==> config.mk <==
export PLATFORM = sky130hd
export DESIGN_NAME = dual_lane_serializer
export DESIGN_NICKNAME = d
export VERILOG_FILES = /design/src/rtl/ser_pkg.sv /design/src/rtl/sl_phase_seq.sv /design/src/rtl/sl_half_lane.sv /design/src/rtl/dual_lane_serializer.sv
export SDC_FILE = /design/constraint.sdc
export NUM_CORES = 1
export LEC_CHECK = 0
export CAP_MARGIN = 10
export CELL_PAD_IN_SITES_DETAIL_PLACEMENT = 0
export CELL_PAD_IN_SITES_GLOBAL_PLACEMENT = 1
export CORE_UTILIZATION = 48
export DETAILED_ROUTE_END_ITERATION = 7
export DONT_BUFFER_PORTS = 1
export GPL_TIMING_DRIVEN = 0
export PLACE_DENSITY = 0.76
export SLEW_MARGIN = 20
export SYNTH_ARGS = -nofsm -noshare
export SYNTH_HDL_FRONTEND = slang
export SYNTH_SLANG_ARGS = --single-unit
==> constraint.sdc <==
create_clock -name clk -period 2.4 [get_ports clk]
set_clock_uncertainty 0.15 [all_clocks]
set_input_delay 0.24 -clock clk [delete_from_list [all_inputs] [get_ports clk]]
set_output_delay 0.24 -clock clk [all_outputs]
set_load 0.05 [all_outputs]
==> src/rtl/ser_pkg.sv <==
package ser_pkg;
   localparam int unsigned DEF_WORD_W = 10;
   localparam logic [DEF_WORD_W-1:0] DEF_IDLE = 10'h17C;
   localparam int unsigned NUM_LANES = 2;
endpackage

==> src/rtl/sl_phase_seq.sv <==
module sl_phase_seq #(
   parameter int unsigned LANE_W = 5
) (
   input  logic clk,
   input  logic rst_n,
   output logic phase_o,
   output logic advance_o,
   output logic load_o
);
   localparam int unsigned CNT_W = (LANE_W > 1) ? $clog2(LANE_W) : 1;
   localparam logic [CNT_W-1:0] LAST = CNT_W'(LANE_W - 1);

   logic             phase_q;
   logic [CNT_W-1:0] cnt_q;

   always_ff @(posedge clk or negedge rst_n) begin
      if (!rst_n) begin
         phase_q <= 1'b0;
         cnt_q   <= LAST;
      end else begin
         phase_q <= ~phase_q;
         if (phase_q) begin
            if (cnt_q == LAST) cnt_q <= '0;
            else               cnt_q <= cnt_q + 1'b1;
         end
      end
   end

   assign phase_o   = phase_q;
   assign advance_o = phase_q;
   assign load_o    = phase_q && (cnt_q == LAST);
endmodule

==> src/rtl/sl_half_lane.sv <==
module sl_half_lane #(
   parameter int unsigned LANE_W = 5
) (
   input  logic              clk,
   input  logic              rst_n,
   input  logic              advance_i,
   input  logic              load_i,
   input  logic [LANE_W-1:0] par_i,
   output logic              bit_o
);
   logic [LANE_W-1:0] sh_q;

   always_ff @(posedge clk or negedge rst_n) begin
      if (!rst_n) begin
         sh_q <= '0;
      end else if (advance_i) begin
         if (load_i) sh_q <= par_i;
         else        sh_q <= {1'b0, sh_q[LANE_W-1:1]};
      end
   end

   assign bit_o = sh_q[0];
endmodule

==> src/rtl/dual_lane_serializer.sv <==
module dual_lane_serializer
   import ser_pkg::*;
#(
   parameter int unsigned          WORD_W    = DEF_WORD_W,
   parameter logic [WORD_W-1:0]    IDLE_WORD = DEF_IDLE
) (
   input  logic              clk,
   input  logic              rst_n,
   input  logic [WORD_W-1:0] word_in,
   input  logic              word_valid,
   output logic              word_tick,
   output logic              ser_out,
   output logic [1:0]        pair_out
);
   localparam int unsigned LANE_W = WORD_W / NUM_LANES;

   if (WORD_W % NUM_LANES != 0) begin : g_bad_width
      $error("WORD_W must be even");
   end
   if (LANE_W < 2) begin : g_bad_lane
      $error("WORD_W must be at least 4");
   end

   logic              phase, advance, load;
   logic              started_q;
   logic [WORD_W-1:0] frame;
   logic [LANE_W-1:0] lane_par [NUM_LANES];
   logic [NUM_LANES-1:0] lane_bit;

   sl_phase_seq #(.LANE_W(LANE_W)) i_seq (
      .clk       (clk),
      .rst_n     (rst_n),
      .phase_o   (phase),
      .advance_o (advance),
      .load_o    (load)
   );

   assign frame = word_valid ? word_in : IDLE_WORD;

   for (genvar g = 0; g < NUM_LANES; g++) begin : g_lane
      for (genvar i = 0; i < LANE_W; i++) begin : g_bit
         assign lane_par[g][i] = frame[NUM_LANES*i + g];
      end
      sl_half_lane #(.LANE_W(LANE_W)) i_lane (
         .clk       (clk),
         .rst_n     (rst_n),
         .advance_i (advance),
         .load_i    (load),
         .par_i     (lane_par[g]),
         .bit_o     (lane_bit[g])
      );
   end

   always_ff @(posedge clk or negedge rst_n) begin
      if (!rst_n)                  started_q <= 1'b0;
      else if (load && word_valid) started_q <= 1'b1;
   end

   assign word_tick = load;
   assign pair_out  = started_q ? lane_bit : 2'b00;
   assign ser_out   = started_q & (phase ? lane_bit[1] : lane_bit[0]);
endmodule

==> results.cfg <==
[placement]
gp_congestion = 0.733
hpwl_um = 852
port_buffers = 0
dp_cells = 81

[synthesis]
yosysMostFrequentCell = dfrtp_1
dominantRegCellSynth = dfrtp_1
synth_area_leaders = dfrtp_1, inv_1, a221oi_1
netlist_instances = 66
synth-seq-cells = 15
synthDistinctLibCells = 22
synth_top_cells_by_count = dfrtp_1, inv_1, a221oi_1, nor2_1
synthArstFlopShare_pct = 100
synth_edf_count = 0
synth.cell_area_sq_um = 722
ys_warn_count = 0
synth.top_cell.area_share_pct = 48.5
avgSynthCellArea_sq_um = 10.9
syn_nets = 81
yosysTopAreaCell = dfrtp_1
ys_seq_area_share_pct = 52.2

[detailed_routing]
postRouteWirelength_um = 1340
vias_per_cell = 5.34
drtPass1Iterations = 4
topRoutingLayerUsed = met4
drtIter0Drc = 3
wl_met2_um = 577
drcViolationCount = 0
wl_met3_um = 69
antenna_left = 0
vias = 507
m1WireLength_um = 683
avgRoutedWirePerCell_um = 14.1

[clock_tree]
clkTransAtPathRegs_ps = 90
cts_tree = yes
numClockSinks = 15
htree_levels = 1
root_buffer = clkbuf_4
clk_latency_ps = 280
hold_buffers = 10
post_cts_resized = 0
clock_path_buffers = 2
numCtsBuffers = 3
post_cts_buffers = 0

[finish]
fill_cells = 130
multi_input_area_sq_um = 269
drive_above_1_share_pct = 15.0
instances_no_fill = 95
layout.nets = 96
num_antenna_cells = 0
final_util_pct = 64.2
ff_latch_area_sq_um = 377
area_delta_synth_final_pct = 20.1

[critical_path]
start_kind = flop
crit_path_top_delay_cell = and2_1
crit_arrival_ps = 1530
cp_data_required_time_ps = 2010
slowest_delay_ps = 450
worstSetupPathType = reg2out
cp_cell_sequence = and2_1 > mux2_2
path_max_fanout = 3
crit_path_end_kind = output pin

[timing]
fin_crit_ps = 1920
finalHoldViolCount = 0
timing.final.crit_share_pct = 79.8
max_freq_mhz = 522
max_slew_margin_pct = 54.4
fin_setup_tns_ps = 0
finalSetupViolations = 0
rsz0062_at_grt = no
tightestPinTransition_ps = 682
slew_violations = 0

[worst_hold_path]
min-delay-path-class = in2reg

[floorplan]
initial_core_util_pct = 53.5
fp.coreArea_sq_um = 1350
rows = 13
fp.dieH_um = 40.8
dieArea_sq_um = 1660
die_w_um = 40.8
pin_count = 17

[global_route]
grt_pass1_wl_um = 2030
overflow = 0
grt_usage_pct = 19.5
grt_max_degree = 16
antenna_found_initial = 0
grt_pass1_vias = 440

[outcome]
status = finished clean

[pwr]
power.leakage_nw = 0.420
max-vdd-ir-drop_uv = 405
p_per_area_nw_per_um2 = 520

[job]
cap_viol_max_count = 0
## final timing paths
check	start	cells past startpoint	end	slack, ps
setup / recovery	started_q	2	ser_out	480
hold / removal	word_valid	2	g_lane[0].i_lane.sh_q[4]	60
setup reg to reg	i_seq.cnt_q[0]	5	g_lane[1].i_lane.sh_q[3]	790
hold reg to reg	started_q	1	started_q	340
max in group asynchronous	rst_n	1	g_lane[0].i_lane.sh_q[4]	1380
min in group asynchronous	rst_n	1	g_lane[0].i_lane.sh_q[2]	280
## stage by stage
stage	worst slack [ps]	power, W	hold WS (ps)	instance area [sq um]
finish	484	0.000451	57.1	867
global route	383	0.000470	77.8	867
CTS	476	0.000452	60.7	867
detailed placement	786	0.000292	-205	741
global placement	785	0.000292	-205	741
floorplan	826	0.000290	-206	722
## worst max-delay path, delay by kind of cell (launching register included)
family / cells / cell delay, ps
AND/OR/NAND/NOR: 1 / 450
multiplexers: 1 / 440
flip-flops: 1 / 360
## cell families (layout without fill, tap and decap cells)
| kind of cell | after synthesis | in the layout | share of synthesized area, % |
|---|---|---|---|
| flops | 15 | 15 | 52.2 |
| compound gates | 14 | 14 | 17.0 |
| simple gates | 17 | 17 | 13.7 |
| fa+ha+maj | 2 | 2 | 3.47 |
| mux | 2 | 2 | 3.12 |
| buf+inv | 16 | 30 | 10.6 |
## flip-flops by register name, summed over array words and instances, names as in the netlist
signal,flops
i_seq.cnt_q,3
i_seq.advance_o,1
started_q,1
g_lane.i_lane.sh_q,10
## layout make-up
type | count | share of cell area, %
sequential | 15 | 43.4
multi-input combinational | 35 | 31.0
timing repair buffer | 10 | 11.5
inverter | 13 | 5.63
buffer | 3 | 3.17
clock buffer | 4 | 3.03
tap | 15 | 2.16
## per-layer routing
| metal | vias up | GRT usage [%] |
|---|---|---|
| li1 | 254 | - |
| met1 | 234 | 28.7 |
| met2 | 17 | 27.3 |
| met3 | 2 | 6.52 |
| met4 | 0 | 5.00 |
| met5 | - | 0 |
## cell usage in the layout (no fill, tap or decap), drive strengths merged
cell type and count:
a41o 1, a22o 2, a221oi 5, nand2b 1
nor2b 3, buf 3, and2b 2, and4 1
inv 13, and3 1, a221o 3, nand2 1
a21boi 1, and2 2, or2 1, ha 2
clkbuf 4, dfstp 1, nor2 5, o21ai 2
mux2 2, dlygate4sd3 10, dfrtp 14
## report_power, final
group          internal (W)  total (W)  leakage [nW]  switching, W
Combinational     0.0000230  0.0000486         0.210     0.0000255
Sequential         0.000256   0.000256         0.195   0.000000834
Clock             0.0000644   0.000146        0.0150     0.0000814
No activity file was read; power rests on OpenSTA's default activity.
